<file path="config.mk">
export PLATFORM = sky130hd
export DESIGN_NAME = lin_txwake_ctrl
export DESIGN_NICKNAME = d
export VERILOG_FILES = /design/src/rtl/lin_txwake_pkg.sv /design/src/rtl/lin_rx_filter.sv /design/src/rtl/lin_tx_guard.sv /design/src/rtl/lin_wake_det.sv /design/src/rtl/lin_txwake_ctrl.sv
export SDC_FILE = /design/constraint.sdc
export NUM_CORES = 1
export LEC_CHECK = 0
export ABC_AREA = 0
export CAP_MARGIN = 25
export CORE_MARGIN = 2
export CORE_UTILIZATION = 25
export DETAILED_ROUTE_END_ITERATION = 12
export PLACE_DENSITY = 0.41
export SYNTH_ARGS = -nofsm -noshare
export SYNTH_HDL_FRONTEND = slang
export SYNTH_HIERARCHICAL = 1
export SYNTH_SLANG_ARGS = --single-unit
</file>
<file path="constraint.sdc">
create_clock -name clk -period 4 [get_ports clk]
set_input_delay 0.8 -clock clk [delete_from_list [all_inputs] [get_ports clk]]
set_output_delay 0.8 -clock clk [all_outputs]
set_load 0.01 [all_outputs]
</file>
<file path="src/rtl/lin_txwake_pkg.sv">
package lin_txwake_pkg;

    typedef enum logic [1:0] {
        LM_OFF    = 2'b00,
        LM_WAKE   = 2'b01,
        LM_ACTIVE = 2'b10,
        LM_RSVD   = 2'b11
    } lin_mode_e;

    typedef enum logic [1:0] {
        TX_BLOCK,
        TX_ARMED,
        TX_DRIVE,
        TX_EXPIRED
    } tx_state_e;

    typedef enum logic [1:0] {
        WK_IDLE,
        WK_MEASURE,
        WK_LATCHED
    } wk_state_e;

    function automatic logic mode_is_off(input logic [1:0] m);
        return !((m == LM_WAKE) || (m == LM_ACTIVE));
    endfunction

endpackage

</file>
<file path="src/rtl/lin_rx_filter.sv">
module lin_rx_filter
    import lin_txwake_pkg::*;
#(
    parameter int SYNC_STAGES = 2,
    parameter int FILT_LEN    = 3
) (
    input  logic clk,
    input  logic rst_n,
    input  logic rx_raw_i,
    output logic bus_dom_o
);
    localparam int CW = $clog2(FILT_LEN + 1);
    localparam logic [CW-1:0] CNT_LAST = CW'(FILT_LEN - 1);

    logic [SYNC_STAGES-1:0] sync_q;
    logic                   synced;
    logic                   level_q;   // 1 = recessive
    logic [CW-1:0]          agree_q;

    generate
        if (SYNC_STAGES == 1) begin : g_sync_one
            always_ff @(posedge clk or negedge rst_n) begin
                if (!rst_n) sync_q <= '1;
                else        sync_q <= rx_raw_i;
            end
        end else begin : g_sync_chain
            always_ff @(posedge clk or negedge rst_n) begin
                if (!rst_n) sync_q <= '1;
                else        sync_q <= {sync_q[SYNC_STAGES-2:0], rx_raw_i};
            end
        end
    endgenerate

    assign synced = sync_q[SYNC_STAGES-1];

    // Debounce: adopt a new level after FILT_LEN differing samples in a row.
    always_ff @(posedge clk or negedge rst_n) begin
        if (!rst_n) begin
            level_q <= 1'b1;
            agree_q <= '0;
        end else if (synced != level_q) begin
            if (agree_q == CNT_LAST) begin
                level_q <= synced;
                agree_q <= '0;
            end else begin
                agree_q <= agree_q + 1'b1;
            end
        end else begin
            agree_q <= '0;
        end
    end

    assign bus_dom_o = ~level_q;

endmodule

</file>
<file path="src/rtl/lin_tx_guard.sv">
module lin_tx_guard
    import lin_txwake_pkg::*;
#(
    parameter int TO_TICKS = 50
) (
    input  logic       clk,
    input  logic       rst_n,
    input  logic [1:0] mode_i,
    input  logic       en_i,
    input  logic       txd_i,
    output logic       drv_dom_o
);
    localparam int TW = $clog2(TO_TICKS + 1);
    localparam logic [TW-1:0] TO_LAST = TW'(TO_TICKS - 1);

    tx_state_e       state_q, state_d;
    logic [TW-1:0]   hold_q;
    logic            tx_allowed;

    assign tx_allowed = (mode_i == LM_ACTIVE) && en_i;

    // Next-state logic
    always_comb begin
        state_d = state_q;
        if (!tx_allowed) begin
            state_d = TX_BLOCK;
        end else begin
            unique case (state_q)
                TX_BLOCK:   if (txd_i)  state_d = TX_ARMED;
                TX_ARMED:   if (!txd_i) state_d = TX_DRIVE;
                TX_DRIVE: begin
                    if (txd_i)                  state_d = TX_ARMED;
                    else if (hold_q == TO_LAST) state_d = TX_EXPIRED;
                end
                TX_EXPIRED: if (txd_i)  state_d = TX_ARMED;
                default:                state_d = TX_BLOCK;
            endcase
        end
    end

    // State register and dominant-hold counter
    always_ff @(posedge clk or negedge rst_n) begin
        if (!rst_n) begin
            state_q <= TX_BLOCK;
            hold_q  <= '0;
        end else begin
            state_q <= state_d;
            if ((state_q == TX_DRIVE) && (state_d == TX_DRIVE))
                hold_q <= hold_q + 1'b1;
            else
                hold_q <= '0;
        end
    end

    // Outputs: EN gates the request combinationally
    always_comb begin
        drv_dom_o = (state_q == TX_DRIVE) && tx_allowed;
    end

endmodule

</file>
<file path="src/rtl/lin_wake_det.sv">
module lin_wake_det
    import lin_txwake_pkg::*;
#(
    parameter int WAKE_TICKS = 20
) (
    input  logic       clk,
    input  logic       rst_n,
    input  logic [1:0] mode_i,
    input  logic       en_i,
    input  logic       bus_dom_i,
    output logic       wake_o,
    output logic       rxd_o
);
    localparam int WW = $clog2(WAKE_TICKS + 1);
    localparam logic [WW-1:0] WAKE_MIN = WW'(WAKE_TICKS);

    wk_state_e     state_q, state_d;
    logic [WW-1:0] len_q;
    logic          off_now;
    logic          clear_req;

    assign off_now   = mode_is_off(mode_i);
    assign clear_req = (mode_i == LM_ACTIVE) && en_i;

    // Next-state logic
    always_comb begin
        state_d = state_q;
        if (off_now) begin
            state_d = WK_IDLE;
        end else begin
            unique case (state_q)
                WK_IDLE:    if (bus_dom_i) state_d = WK_MEASURE;
                WK_MEASURE: begin
                    if (!bus_dom_i)
                        state_d = ((len_q >= WAKE_MIN) && (mode_i == LM_WAKE))
                                  ? WK_LATCHED : WK_IDLE;
                end
                WK_LATCHED: if (clear_req) state_d = WK_IDLE;
                default:    state_d = WK_IDLE;
            endcase
        end
    end

    // State register and saturating length counter
    always_ff @(posedge clk or negedge rst_n) begin
        if (!rst_n) begin
            state_q <= WK_IDLE;
            len_q   <= '0;
        end else begin
            state_q <= state_d;
            if (state_d == WK_MEASURE) begin
                if (state_q != WK_MEASURE) len_q <= WW'(1);
                else if (len_q != WAKE_MIN) len_q <= len_q + 1'b1;
            end else begin
                len_q <= '0;
            end
        end
    end

    // Outputs
    always_comb begin
        wake_o = (state_q == WK_LATCHED);
        if (off_now)                  rxd_o = 1'b1;
        else if (state_q == WK_LATCHED) rxd_o = 1'b0;
        else if (mode_i == LM_ACTIVE) rxd_o = ~bus_dom_i;
        else                          rxd_o = 1'b1;
    end

endmodule

</file>
<file path="src/rtl/lin_txwake_ctrl.sv">
module lin_txwake_ctrl
    import lin_txwake_pkg::*;
#(
    parameter int SYNC_STAGES = 2,
    parameter int FILT_LEN    = 3,
    parameter int WAKE_TICKS  = 20,
    parameter int TO_TICKS    = 50
) (
    input  logic       clk,
    input  logic       rst_n,
    input  logic [1:0] mode_i,
    input  logic       en_i,
    input  logic       txd_i,
    input  logic       rx_cmp_i,
    output logic       drv_dom_o,
    output logic       rxd_o,
    output logic       wake_o
);
    logic bus_dom;

    lin_rx_filter #(
        .SYNC_STAGES (SYNC_STAGES),
        .FILT_LEN    (FILT_LEN)
    ) u_filter (
        .clk       (clk),
        .rst_n     (rst_n),
        .rx_raw_i  (rx_cmp_i),
        .bus_dom_o (bus_dom)
    );

    lin_tx_guard #(
        .TO_TICKS (TO_TICKS)
    ) u_guard (
        .clk       (clk),
        .rst_n     (rst_n),
        .mode_i    (mode_i),
        .en_i      (en_i),
        .txd_i     (txd_i),
        .drv_dom_o (drv_dom_o)
    );

    lin_wake_det #(
        .WAKE_TICKS (WAKE_TICKS)
    ) u_wake (
        .clk       (clk),
        .rst_n     (rst_n),
        .mode_i    (mode_i),
        .en_i      (en_i),
        .bus_dom_i (bus_dom),
        .wake_o    (wake_o),
        .rxd_o     (rxd_o)
    );

endmodule

</file>
==> results_tabular.tex <==
\begin{tabular}{lr}
\hline
Metric & Value \\
\hline
\multicolumn{2}{l}{\textbf{Critical path}} \\
Largest stage delay on the critical path & 0.50 ns \\
Critical path type & input pin to output port \\
Crit-path slowest cell & sky130\_fd\_sc\_hd\_\_clkdlybuf4s50\_1 \\
Most frequent cell on the critical path & sky130\_fd\_sc\_hd\_\_clkdlybuf4s50\_1 \\
Crit path launch type & input pin \\
CP Cell Sequence & clkdlybuf4s50\_1, inv\_1, ha\_1, or2\_1, clkdlybuf4s50\_1 \\
Arrival time of the worst setup path & 2.37 ns \\
Critical path required time & 3.20 ns \\
Endpoint type of the worst setup path & output port \\
Worst path top cell family by delay & buffers and inverters \\
Number of buffers and inverters on the critical path & 3 \\
Maximum fanout count along the critical path & 3 \\
\multicolumn{2}{l}{\textbf{Clocking}} \\
TritonCTS buffer count & 3 \\
Clock transition at the registers of the reported paths & 0.07 ns \\
TritonCTS clock tree & done \\
Resize count post-CTS & 0 \\
Total number of clock tree sinks & 20 \\
Clock network latency to the later pin of the worst-skew pair & 0.26 ns \\
Number of buffers on the longest clock path & 2 \\
Buffer cell driving the clock tree root & sky130\_fd\_sc\_hd\_\_clkbuf\_8 \\
Number of hold buffers added after CTS & 0 \\
Max H-tree Level & 1 \\
Number of setup buffers added after CTS & 0 \\
\multicolumn{2}{l}{\textbf{GRT}} \\
Total global routing track utilization & 0.0954 \\
Pin count of the biggest net entering global routing & 21 \\
Aggregate global routing overflow & 0 \\
First-pass GRT wire length & 3.35 mm \\
Antenna violations before repair & 0 \\
Number of global-route vias before repair & 750 \\
\multicolumn{2}{l}{\textbf{Pwr}} \\
Worst supply voltage drop on vdd & 0.163 mV \\
Clk network pwr share & 0.287 \\
Switching component of the power & 127 µW \\
Lkg Pwr & 0.539 nW \\
Power per unit of standard cell area & 381 nW/µm² \\
Proportion of power drawn by flip-flops and latches & 0.529 \\
Portion of total power attributed to combinational logic & 0.185 \\
Cell-internal power & 351 µW \\
Net switching share of the total power & 0.266 \\
\multicolumn{2}{l}{\textbf{Yosys}} \\
Sequential share of the synthesized area & 0.484 \\
Post-synthesis net count & 111 \\
Most common cell in the synthesized netlist & sky130\_fd\_sc\_hd\_\_dfrtp\_1 \\
Post-synthesis sequential element count & 20 \\
Proportion of synthesized flip-flops having asynchronous set or reset & 1.00 \\
Most frequent cells after synthesis & sky130\_fd\_sc\_hd\_\_dfrtp\_1, sky130\_fd\_sc\_hd\_\_nor2\_1, sky130\_fd\_sc\_hd\_\_inv\_1 \\
Synth warnings & 6 \\
Area leader, netlist & sky130\_fd\_sc\_hd\_\_dfrtp\_1 \\
Number of synthesized flops with an enable pin & 0 \\
Commonest register cell after synthesis & sky130\_fd\_sc\_hd\_\_dfrtp\_1 \\
Synth top area share & 0.408 \\
Summed instance area of the synthesized netlist & 1040 µm² \\
Per-instance average area after synthesis & 10.9 µm² \\
Post-synthesis cell type count & 30 \\
Leading post-synthesis cells by cell area & sky130\_fd\_sc\_hd\_\_dfrtp\_1, sky130\_fd\_sc\_hd\_\_ha\_1, sky130\_fd\_sc\_hd\_\_dfstp\_2 \\
Synthesized instance count & 96 \\
\multicolumn{2}{l}{\textbf{Run}} \\
Max-cap violations & 0 \\
\multicolumn{2}{l}{\textbf{Routing}} \\
Routed len/inst & 11.6 µm \\
Final Routed Wirelength & 1.85 mm \\
Initial drt markers & 35 \\
Remaining routing DRC violations & 0 \\
Via Count & 690 \\
Detailed-routing iteration count for the pre-antenna-repair pass & 2 \\
Antenna-violating nets left & 0 \\
Via-to-Cell Ratio & 4.31 \\
\multicolumn{2}{l}{\textbf{Floorplanning}} \\
Full die area & 4700 µm² \\
Site Rows & 23 \\
Placeable core region & 4000 µm² \\
Die Height & 68.6 µm \\
Starting density of the core & 0.261 \\
Die X & 68.6 µm \\
I/O pins & 10 \\
\multicolumn{2}{l}{\textbf{Timing}} \\
Summed negative setup slack over all endpoints & 0 ns \\
RSZ-0062 raised after global routing & false \\
Setup clock skew after layout & 0.0105 ns \\
Hold violation count in the final report & 0 \\
Tightest slew margin relative to the limit & 0.774 \\
Period minus WS final & 3.17 ns \\
Setup violation total in the final timing report & 0 \\
Maximum clock frequency & 0.315 GHz \\
Tightest hold margin & 0.359 ns \\
Transition at the pin with the smallest max-transition slack & 0.339 ns \\
Final Cycle Share & 0.793 \\
Final count of pins violating max slew & 0 \\
\multicolumn{2}{l}{\textbf{Hold path}} \\
Worst min-delay path class & flip-flop to flip-flop \\
\multicolumn{2}{l}{\textbf{Placed design}} \\
Placer's final routability congestion estimate & 0.702 \\
Buffers on Ports & 9 \\
Detailed placement HPWL & 1.35 mm \\
\multicolumn{2}{l}{\textbf{Final layout}} \\
Area growth syn-to-layout & 20.4\% \\
Net count, final & 126 \\
Final core area utilization & 0.314 \\
Share of cells above drive strength 1 & 0.127 \\
Antenna diode count & 0 \\
\multicolumn{2}{l}{\textbf{Run status}} \\
Result of the run & complete, no violations \\
\hline
\end{tabular}
-- worst register-to-register path, stage by stage (launching register included) --
cell                        delay (ns)
sky130_fd_sc_hd__dfrtp_1          0.41
sky130_fd_sc_hd__inv_1            0.06
sky130_fd_sc_hd__ha_1             0.26
sky130_fd_sc_hd__o32ai_2          0.27
sky130_fd_sc_hd__o21a_1           0.19
sky130_fd_sc_hd__o2111ai_2        0.23
sky130_fd_sc_hd__nor2_1           0.16
-- placed cells by master (no fill, tap or decap), drive strengths merged, types with 2 or more instances in the layout --
master          n
a21oi           5
clkbuf          4
clkdlybuf4s50   9
dfrtp          17
dfstp           3
ha              8
inv            10
nand2           8
nand3           4
nor2           11
nor2b           2
nor3b           2
o211ai          2
xnor2           5
xor2            3
-- layer usage --
layer,wire [µm],share of wire,GRT usage
met5,0,0,0
met4,8,0.0043,0.0300
met3,46,0.025,0.0195
met2,929,0.50,0.165
met1,865,0.47,0.119
-- kinds of logic (layout without fill, tap and decap cells) --
kind of cell	after synthesis	after routing	share of synthesized area
buf+inv	10	24	0.0360
xor+xnor	8	8	0.0672
flops	20	20	0.484
mux	2	2	0.0240
simple gates	35	35	0.198
fa+ha+maj	8	8	0.0960
compound gates	13	13	0.0948
-- power by group through the flow --
stage	sequential (mW)	clock (mW)	combinational, mW
floorplan	0.251	0	0.0645
global placement	0.257	0	0.0853
detailed placement	0.257	0	0.0887
CTS	0.253	0.145	0.0897
global route	0.257	0.153	0.101
finish	0.253	0.137	0.0883
-- through the flow --
step	setup slack [ns]	instances	total power, mW	cell area [µm²]
floorplan	1.80	96	0.316	1040
global placement	0.832	155	0.342	1190
detailed placement	0.819	155	0.346	1190
CTS	0.818	159	0.487	1240
global route	0.763	160	0.510	1250
finish	0.826	160	0.478	1250
-- final cells by class --
| type | instances | area, µm² |
|---|---|---|
| inverter | 10 | 37.5 |
| timing repair buffer | 10 | 105 |
| multi-input combinational | 66 | 500 |
| fill | 423 | 2750 |
| clock buffer | 4 | 45.0 |
| tap | 50 | 62.6 |
| sequential | 20 | 504 |
-- final timing paths --
kind                                                 to                          from  cells after the start  slack (ns)
max reg2reg                 u_guard/hold_q[4]$_DFF_PN0_  u_guard/state_q[0]$_DFF_PN0_                      6        2.33
min reg2reg                u_filter/sync_q[1]$_DFF_PN1_  u_filter/sync_q[0]$_DFF_PN1_                      0        0.36
min                        u_filter/sync_q[1]$_DFF_PN1_  u_filter/sync_q[0]$_DFF_PN1_                      0        0.36
min in group asynchronous   u_guard/hold_q[4]$_DFF_PN0_                         rst_n                      1        0.79
max in group asynchronous  u_filter/sync_q[1]$_DFF_PN1_                         rst_n                      2        2.72
max                                               rxd_o                     mode_i[0]                      5        0.83
-- state kept, by name, summed over array words and instances (netlist names) --
register / flops
u_filter/sync_q: 2
u_guard/state_q: 2
u_filter/level_q: 1
u_filter/agree_q: 2
u_wake/len_q: 5
u_wake/state_q: 2
u_guard/hold_q: 6
No activity file was read; power rests on OpenSTA's default activity.
